### src/rtl/sqbw_pkg.sv
package sqbw_pkg;

    localparam int DATA_W      = 32;
    localparam int ADDR_W      = 32;
    localparam int NUM_Q       = 2;
    localparam int WORDS_PER_Q = 8;
    localparam int WORD_BYTES  = DATA_W / 8;
    localparam int BYTE_OFF_W  = $clog2(WORD_BYTES);
    localparam int WIDX_W      = $clog2(WORDS_PER_Q);
    localparam int QSEL_W      = $clog2(NUM_Q);
    localparam int IDX_W       = QSEL_W + WIDX_W;
    localparam int TOTAL_WORDS = NUM_Q * WORDS_PER_Q;
    localparam int LINE_OFF_W  = BYTE_OFF_W + WIDX_W;
    localparam int QBIT        = LINE_OFF_W;
    localparam int PHYS_W      = 29;
    localparam int HI_W        = 3;
    localparam int HI_LSB      = PHYS_W - HI_W;
    localparam int CTL_LSB     = 2;

    typedef enum logic {
        ST_IDLE = 1'b0,
        ST_SEND = 1'b1
    } burst_state_e;

    typedef struct packed {
        logic [ADDR_W-1:0] target;
        logic [QSEL_W-1:0] qsel;
    } burst_cmd_t;

    function automatic logic [IDX_W-1:0] word_index(input logic [ADDR_W-1:0] a);
        return a[BYTE_OFF_W +: IDX_W];
    endfunction

    function automatic logic [ADDR_W-1:0] build_target(
        input logic [ADDR_W-1:0] fa,
        input logic [HI_W-1:0]   hi,
        input logic              xlat
    );
        logic [ADDR_W-1:0] t;
        t = '0;
        if (xlat) begin
            t[PHYS_W-1:LINE_OFF_W] = fa[PHYS_W-1:LINE_OFF_W];
        end else begin
            t[HI_LSB-1:LINE_OFF_W] = fa[HI_LSB-1:LINE_OFF_W];
            t[PHYS_W-1:HI_LSB]     = hi;
        end
        return t;
    endfunction

endpackage

### src/rtl/sqbw_storage.sv
module sqbw_storage
    import sqbw_pkg::*;
(
    input  logic              clk,
    input  logic              rst,
    input  logic              wr_en,
    input  logic [IDX_W-1:0]  wr_idx,
    input  logic [DATA_W-1:0] wr_data,
    input  logic [IDX_W-1:0]  rd_idx,
    output logic [DATA_W-1:0] rd_data,
    input  logic              burst_active,
    input  logic [IDX_W-1:0]  burst_idx,
    output logic [DATA_W-1:0] burst_data
);

    logic [DATA_W-1:0] words [TOTAL_WORDS];

    genvar gi;
    generate
        for (gi = 0; gi < TOTAL_WORDS; gi++) begin : g_word
            always_ff @(posedge clk) begin
                if (rst) begin
                    words[gi] <= '0;
                end else if (wr_en && (wr_idx == IDX_W'(gi))) begin
                    words[gi] <= wr_data;
                end
            end
        end
    endgenerate

    assign rd_data    = words[rd_idx];
    assign burst_data = words[burst_idx];

    // the buffer being drained never receives a store
    p_no_store_into_drain_r9: assert property (@(posedge clk) disable iff (rst)
        burst_active |-> !(wr_en && (wr_idx[IDX_W-1 -: QSEL_W] == burst_idx[IDX_W-1 -: QSEL_W])));

endmodule

### src/rtl/sqbw_target.sv
module sqbw_target
    import sqbw_pkg::*;
(
    input  logic              clk,
    input  logic              rst,
    input  logic              ctl_wr_en,
    input  logic [QSEL_W-1:0] ctl_sel,
    input  logic [DATA_W-1:0] ctl_wdata,
    input  logic [ADDR_W-1:0] flush_addr,
    input  logic              flush_xlat,
    output burst_cmd_t        cmd
);

    logic [HI_W-1:0] hi_field [NUM_Q];

    genvar gq;
    generate
        for (gq = 0; gq < NUM_Q; gq++) begin : g_ctl
            always_ff @(posedge clk) begin
                if (rst) begin
                    hi_field[gq] <= '0;
                end else if (ctl_wr_en && (ctl_sel == QSEL_W'(gq))) begin
                    hi_field[gq] <= ctl_wdata[CTL_LSB +: HI_W];
                end
            end
        end
    endgenerate

    logic [QSEL_W-1:0] q;
    assign q          = flush_addr[QBIT +: QSEL_W];
    assign cmd.qsel   = q;
    assign cmd.target = build_target(flush_addr, hi_field[q], flush_xlat);

endmodule

### src/rtl/sqbw_burst_ctrl.sv
module sqbw_burst_ctrl
    import sqbw_pkg::*;
(
    input  logic              clk,
    input  logic              rst,
    input  logic              flush_req,
    input  burst_cmd_t        cmd,
    input  logic              bus_ready,
    output logic              bus_valid,
    output logic              bus_last,
    output logic [ADDR_W-1:0] bus_addr,
    output logic [QSEL_W-1:0] cur_q,
    output logic [WIDX_W-1:0] beat
);

    localparam logic [WIDX_W-1:0] LAST_BEAT = WIDX_W'(WORDS_PER_Q - 1);

    burst_state_e      state;
    logic [ADDR_W-1:0] addr_q;

    always_ff @(posedge clk) begin
        if (rst) begin
            state  <= ST_IDLE;
            beat   <= '0;
            addr_q <= '0;
            cur_q  <= '0;
        end else begin
            case (state)
                ST_IDLE: begin
                    if (flush_req) begin
                        addr_q <= cmd.target;
                        cur_q  <= cmd.qsel;
                        beat   <= '0;
                        state  <= ST_SEND;
                    end
                end
                ST_SEND: begin
                    if (bus_ready) begin
                        if (beat == LAST_BEAT) begin
                            beat  <= '0;
                            state <= ST_IDLE;
                        end else begin
                            beat <= beat + 1'b1;
                        end
                    end
                end
                default: state <= ST_IDLE;
            endcase
        end
    end

    assign bus_valid = (state == ST_SEND);
    assign bus_last  = bus_valid && (beat == LAST_BEAT);
    assign bus_addr  = addr_q;

    // reset leaves the burst engine idle
    p_reset_idle_r1: assert property (@(posedge clk)
        rst |=> !bus_valid);

    // stalled beat holds its address and position
    p_stall_hold_r7: assert property (@(posedge clk) disable iff (rst)
        (bus_valid && !bus_ready) |=> (bus_valid && $stable(beat) && $stable(bus_addr) && $stable(cur_q)));

    // accepted non-final beat advances by one
    p_beat_step_r3: assert property (@(posedge clk) disable iff (rst)
        (bus_valid && bus_ready && !bus_last) |=> (bus_valid && beat == $past(beat) + 1'b1));

    // an accepted flush starts at word 0
    p_start_zero_r3: assert property (@(posedge clk) disable iff (rst)
        (!bus_valid && flush_req) |=> (bus_valid && beat == '0));

    // final accepted beat ends the burst
    p_end_on_last_r8: assert property (@(posedge clk) disable iff (rst)
        (bus_valid && bus_ready && bus_last) |=> !bus_valid);

    // a flush during a burst does not disturb it
    p_busy_drop_r8: assert property (@(posedge clk) disable iff (rst)
        (bus_valid && !bus_last && flush_req) |=> ($stable(bus_addr) && $stable(cur_q)));

endmodule

### src/rtl/sq_burst_writer.sv
module sq_burst_writer
    import sqbw_pkg::*;
(
    input  logic        clk,
    input  logic        rst,
    input  logic        cpu_wr_valid,
    output logic        cpu_wr_ready,
    input  logic [31:0] cpu_addr,
    input  logic [31:0] cpu_wdata,
    output logic [31:0] cpu_rdata,
    input  logic        ctl_wr_en,
    input  logic        ctl_sel,
    input  logic [31:0] ctl_wdata,
    input  logic        flush_req,
    input  logic [31:0] flush_addr,
    input  logic        flush_xlat,
    output logic        busy,
    output logic        bus_valid,
    input  logic        bus_ready,
    output logic [31:0] bus_addr,
    output logic [31:0] bus_data,
    output logic        bus_last
);

    burst_cmd_t        cmd;
    logic [QSEL_W-1:0] cur_q;
    logic [WIDX_W-1:0] beat;
    logic [IDX_W-1:0]  cpu_idx;
    logic              hit_drain;
    logic              wr_go;

    assign cpu_idx      = word_index(cpu_addr);
    assign hit_drain    = bus_valid && (cpu_idx[IDX_W-1 -: QSEL_W] == cur_q);
    assign cpu_wr_ready = !hit_drain;
    assign wr_go        = cpu_wr_valid && cpu_wr_ready;
    assign busy         = bus_valid;

    sqbw_target u_target (
        .clk        (clk),
        .rst        (rst),
        .ctl_wr_en  (ctl_wr_en),
        .ctl_sel    (ctl_sel),
        .ctl_wdata  (ctl_wdata),
        .flush_addr (flush_addr),
        .flush_xlat (flush_xlat),
        .cmd        (cmd)
    );

    sqbw_burst_ctrl u_ctrl (
        .clk       (clk),
        .rst       (rst),
        .flush_req (flush_req),
        .cmd       (cmd),
        .bus_ready (bus_ready),
        .bus_valid (bus_valid),
        .bus_last  (bus_last),
        .bus_addr  (bus_addr),
        .cur_q     (cur_q),
        .beat      (beat)
    );

    sqbw_storage u_store (
        .clk          (clk),
        .rst          (rst),
        .wr_en        (wr_go),
        .wr_idx       (cpu_idx),
        .wr_data      (cpu_wdata),
        .rd_idx       (cpu_idx),
        .rd_data      (cpu_rdata),
        .burst_active (bus_valid),
        .burst_idx    ({cur_q, beat}),
        .burst_data   (bus_data)
    );

    // burst target is line aligned and inside the physical window
    p_target_window_r4: assert property (@(posedge clk) disable iff (rst)
        bus_valid |-> (bus_addr[LINE_OFF_W-1:0] == '0 && bus_addr[ADDR_W-1:PHYS_W] == '0));

endmodule

### config.mk
export PLATFORM = sky130hd
export DESIGN_NAME = sq_burst_writer
export DESIGN_NICKNAME = d
export VERILOG_FILES = /design/src/rtl/sqbw_pkg.sv /design/src/rtl/sqbw_storage.sv /design/src/rtl/sqbw_target.sv /design/src/rtl/sqbw_burst_ctrl.sv /design/src/rtl/sq_burst_writer.sv
export SDC_FILE = /design/constraint.sdc
export NUM_CORES = 1
export LEC_CHECK = 0
export BUFFER_PORTS_ARGS = -buffer_cell sky130_fd_sc_hd__buf_2
export CAP_MARGIN = 20
export CORE_MARGIN = 2
export CORE_UTILIZATION = 60
export CTS_CLUSTER_DIAMETER = 60
export DETAILED_ROUTE_END_ITERATION = 7
export PLACE_DENSITY_LB_ADDON = 0.25
export SLEW_MARGIN = 30
export SYNTH_ARGS = -nofsm -noshare
export SYNTH_HDL_FRONTEND = slang
export SYNTH_SLANG_ARGS = --single-unit
### constraint.sdc
create_clock -name clk -period 3.7 [get_ports clk]
set_clock_uncertainty 0.1 [all_clocks]
set_input_delay 0.37 -clock clk [delete_from_list [all_inputs] [get_ports clk]]
set_output_delay 0.37 -clock clk [all_outputs]
set_load 0.02 [all_outputs]
Word level (Yosys, flattened, before mapping)
Memory sizes are Yosys's and may differ from the RTL's.
Index checks and enable logic that the tools add are counted.
{"block": "word_totals", "register_bits": 29, "latchBits": 0, "ramBits": 518, "mem_bits_ro": 0, "out_inout_bits": 100, "mem_count": 2}
{"block": "classes", "add_sub_neg": 1, "mul": 0, "div_mod_pow": 0, "order_cmp": 0, "n_eq_ne": 19, "shift": 0, "mux": 83, "n_bitwise": 20, "reduce_logical": 25}
{"name": "u_store.words", "depth": 16, "word_bits": 32, "read_ports": 2, "rd_clocked_by_memory_dff": 0, "wr": 16, "line_no": "sqbw_storage.sv:16", "source": "logic [DATA_W-1:0] words [TOTAL_WORDS];"}
{"name": "u_target.hi_field", "depth": 2, "word_bits": 3, "read_ports": 1, "rd_clocked_by_memory_dff": 0, "wr": 2, "line_no": "sqbw_target.sv:14", "source": "logic [HI_W-1:0] hi_field [NUM_Q];"}
{"op": "$mux W32", "count": 16}
{"op": "$mux W1", "count": 59}
{"op": "$eq A4 B4 Y1 const B", "count": 8}
{"op": "$mux W24", "count": 1}
{"op": "$logic_and A1 B1 Y1", "count": 21}
{"op": "$or A1 B1 Y1", "count": 18}
{"op": "$eq A4 B3 Y1 const B", "count": 4}
{"op": "$mux W3", "count": 5}
{"op": "$eq A4 B2 Y1 const B", "count": 2}
{"op": "$pmux W3 S2", "count": 1}
{"op": "$eq A4 B1 Y1 const B", "count": 1}
{"op": "$logic_not A4 Y1", "count": 1}
{"op": "$ne A2 B2 Y1 const B", "count": 2}
{"op": "$reduce_and A2 Y1", "count": 2}
{"op": "$add A3 B1 Y3 const B", "count": 1}
{"op": "$eq A3 B3 Y1 const B", "count": 1}
{"op": "$not A1 Y1", "count": 2}
{"op": "$pmux W1 S2", "count": 1}
{"op": "$eq A1 B1 Y1", "count": 1}
{"op": "$logic_not A1 Y1", "count": 1}

Logic depth before layout (Yosys ltp)
{"block": "logic_depth", "depth_word": 9, "mapped_depth": 7}

Cells and area by module
From an unflattened synthesis, not the netlist that was laid out.
{"block": "unflattened", "hier_cells": 1924, "area_unflattened_um2": 28516.1}
{"module": "sqbw_storage", "n_inst": 1, "cells_each": 1696, "area_each_um2": 26596.8, "seq_area_each_um2": 15374.7}
{"module": "sqbw_burst_ctrl", "n_inst": 1, "cells_each": 165, "area_each_um2": 1362.6, "seq_area_each_um2": 740.7}
{"module": "sqbw_target", "n_inst": 1, "cells_each": 59, "area_each_um2": 529.3, "seq_area_each_um2": 180.2}
{"module": "sq_burst_writer", "n_inst": 1, "cells_each": 4, "area_each_um2": 27.5, "seq_area_each_um2": 0.0}

Least setup slack after synthesis
No wires, ideal clock.
{"block": "synth_path", "path_type": "input -> register", "startpoint": "in cpu_addr[3]", "endpoint": "mem u_store.words[4][0] (enable)", "setup_ns": 0.428, "arrival_time_ns": 2.685, "t_required_ns": 3.172, "slack_ns": 0.487, "path_stages": 5, "path_buffers": 3, "cell_sequence": "buf_2 -> buf_2 -> buf_2 -> or2_2 -> o21bai_1"}
{"item": "start, declared", "line_no": "sq_burst_writer.sv:8", "source": "input logic [31:0] cpu_addr,"}
{"item": "end, declared", "line_no": "sqbw_storage.sv:16"}

Worst setup path in the final report
{"block": "layout_path", "startpoint": "reg u_ctrl.beat[2]", "endpoint": "out bus_data[13]"}
{"block": "layout_via", "elab_chain_len": 1}
{"item": "start, declared", "line_no": "sqbw_burst_ctrl.sv:13", "source": "output logic [WIDX_W-1:0] beat"}
{"item": "start signal, assigned", "line_no": "sqbw_burst_ctrl.sv:43", "source": "beat <= beat + 1'b1;"}
{"item": "$mem_v2 Z16 W32"}
{"item": "end, declared", "line_no": "sq_burst_writer.sv:21", "source": "output logic [31:0] bus_data,"}
Every way passes these cells.

==> results_dict.tcl <==
set metrics [dict create \
    rows 78 \
    startpoint_type "flop" \
    path_buf_inv 2 \
    synthToLayoutAreaGrowth_pct 14.0 \
    grtUsageMet2 0.570 \
    cts_tree "yes" \
    hold_buffers 26 \
    clk_latency_ps 620 \
    gr-total-overflow 0 \
    gp_congestion 0.860 \
    final_layout_size_suffix_gt1_frac 0.248 \
    synth_most_common_cell "nor2_1" \
    r2r_end "u_store.words[13][24]$_SDFFCE_PN0P_" \
    r2r_cells 5 \
    rsz0062_at_grt "no" \
    grt_pass1_wl_um 123000 \
    synthTopCellsByCount "521 x nor2_1, 518 x edfxtp_1, 202 x mux4_2" \
    drt_iter0_drc 2813 \
    path_class "flop to primary output" \
    avgViaCountPerCell 6.93 \
    ys_seq_elements 546 \
    holdWs_ps 26.7 \
    min_to "u_ctrl.bus_addr[27]$_SDFFE_PP0P_" \
    dr_total_vias 20100 \
    synth_edf_count 518 \
    worstHoldPathCells 5 \
    synth_area_sq_mm 0.0277 \
    antenna_found_initial 2 \
    clkSinkCount 546 \
    setup_tns_ps 0 \
    synth_ff_type "edfxtp_1" \
    dieArea_sq_mm 0.0480 \
    initial_core_util 0.610 \
    seq_area_frac_synth 0.581 \
    finalPower_mw 14.6 \
    final_antenna_net_count 0 \
    synth_cell_types 31 \
    wl_per_cell_um 28.9 \
    cp_max_fo 19 \
    cp-end-kind "primary output" \
    grt.busiest_layer "met2" \
    grt_usage 0.355 \
    met1_usage 0.446 \
    crit_path_cell_trace "nor2b_4 -> buf_4 -> a22oi_1 -> nand2_1 -> buf_2" \
    synthTopCellsByArea "edfxtp_1 56%, mux4_2 16%, nor2_1 7.1%" \
    drcViolationCount 0 \
    worst_slack_ps 142 \
    hpwlAfterDp_um 50000 \
    tritoncts.num_buffers 57 \
    worst_slew_pin_slew_ps 1000 \
    min-delay-start "flush_addr[27]" \
    ir_worst_vdd_uv 396 \
    synth_top_area_frac 0.561 \
    dr.pass1.iters 6 \
    dieWidth_um 219 \
    pre_cts_ws_ps 713 \
    ios 236 \
    syn_avg_cell_area_sq_um 13.1 \
    nFillCells 3069 \
    critical-path-max-stage-delay_ps 800 \
    fin_crit_ps 3560 \
    post_cts_resized 0 \
    fin_nets 2387 \
    cp_data_arrival_time_ps 3090 \
    coreArea_sq_mm 0.0455 \
    synth.largest_area_cell "edfxtp_1" \
    cp_top_family "flip-flops" \
    synthArstFlopShare 0 \
    grt_start_max_net_pins 129 \
    synthCells 2110 \
    power.density_mw_per_mm2 460 \
    slew_headroom 0.333 \
    period_share 0.962 \
    status "finished clean" \
    ys_warn_count 0 \
    r2r_start "u_ctrl.bus_addr[5]$_SDFFE_PP0P_" \
    use_met3 0.0870 \
    fmax_mhz 281 \
    setup_violations 0 \
    cp.required_ps 3230 \
    r2r_setup_slack_ps 850 \
    port-buffer-count 162 \
    regArea_sq_mm 0.0161 \
    h-tree-depth 2 \
    die_h_um 219 \
    wl_um 83800 \
    p_leak_nw 10.8 \
    min_path_type "primary input to flop" \
    grt_pass1_vias 20500 \
    cp_slowest_cell "dfxtp_1" \
    final_max_slew_viol_count 0 \
    multi_input_area_sq_mm 0.0108 \
    clkTransAtPathRegs_ps 60 \
    clockBufferDepth 3 \
    ctsRootBufferMaster "clkbuf_16" \
    post_cts_buffers 0 \
    hold_viol_final 0 \
    maxCapViolCount 0 \
]
## registers in the layout (all words and copies together), names as in the netlist
| signal | cells |
|---|---|
| u_store.words | 512 |
| u_ctrl.bus_addr | 24 |
| u_target.hi_field | 6 |
| u_ctrl.beat | 3 |
| u_ctrl.bus_valid | 1 |
## cell usage in the layout, fill, tap and decap left out, drive strengths merged, types with 2 or more instances in the layout
master,synthesis,layout
dlygate4sd3,0,26
a32oi,3,3
ha,2,2
diode,0,4
dfxtp,28,28
a22oi,148,148
edfxtp,518,518
clkinv,0,24
conb,1,8
o21bai,8,8
and2,12,12
mux2i,112,112
o2111ai,2,2
nor2b,11,11
a21o,9,9
mux4,202,202
nand2b,4,4
bufinv,0,4
buf,137,250
nand2,126,126
inv,1,6
a21oi,25,25
nor2,523,523
clkinvlp,0,3
o21ai,3,3
clkbuf,66,69
nand3,164,164
## cell families (layout without fill, tap and decap cells)
group                    Yosys count  in the layout  share of synthesized area
other                              1             12                   0.000135
multiplexers                     314            314                      0.204
flip-flops                       546            546                      0.581
XOR/XNOR                           1              1                   0.000316
adder cells (fa/ha/maj)            2              2                   0.000902
AND/OR/NAND/NOR                  842            842                      0.124
buffers and inverters            204            382                     0.0370
AO/OA/AOI/OAI                    200            200                     0.0519
## cell type report
type,count,area share
sequential,546,0.510
multi-input combinational,1367,0.342
timing repair buffer,276,0.0669
clock buffer,69,0.0472
tap,600,0.0237
clock inverter,36,0.00938
antenna,4,0.000317
inverter,1,0.000119
## per-stage QoR
stage	utilization	cell area, sq um	instances
floorplan	-	27800	2117
global placement	0.649	29500	2762
detailed placement	0.650	29600	2764
CTS	0.695	31600	2895
global route	0.695	31600	2896
finish	0.695	31600	2899
## power breakdown
part           switching, mW  internal [mW]  total, mW
Sequential             0.166           7.05       7.21
Combinational           1.09          0.667       1.75
Clock                   2.44           3.15       5.59
Total                   3.69           10.9       14.6
## worst reg2reg max path: cells and delay by family, from the launching register on
kind            cells  cell delay [ps]
compound gates      2             1270
xor+xnor            1              160
buf+inv             1              260
flops               1              320
simple gates        1              420
## worst max-delay path by stage
stage / start / endpoint / slack, ps / cells after the start
3_3_place_gp: cpu_addr[2] / u_store.words[11][25]$_SDFFCE_PN0P_ / 760 / 4
2_1_floorplan: cpu_addr[3] / u_store.words[4][0]$_SDFFCE_PN0P_ / 490 / 5
5_1_grt: u_ctrl.beat[0]$_SDFFE_PP0P_ / bus_data[15] / 160 / 5
4_1_cts: u_ctrl.beat[2]$_SDFFE_PP0P_ / bus_data[13] / 310 / 5
6_report: u_ctrl.beat[2]$_SDFFE_PP0P_ / bus_data[13] / 140 / 5
3_5_place_dp: cpu_addr[2] / cpu_rdata[12] / 710 / 6
## routing by layer
| layer | wire length [um] | share of wire |
|---|---|---|
| met5 | 0 | 0 |
| met1 | 27400 | 0.33 |
| met3 | 11500 | 0.14 |
| met2 | 40400 | 0.48 |
| met4 | 4550 | 0.054 |
No activity file was read; power rests on OpenSTA's default activity.
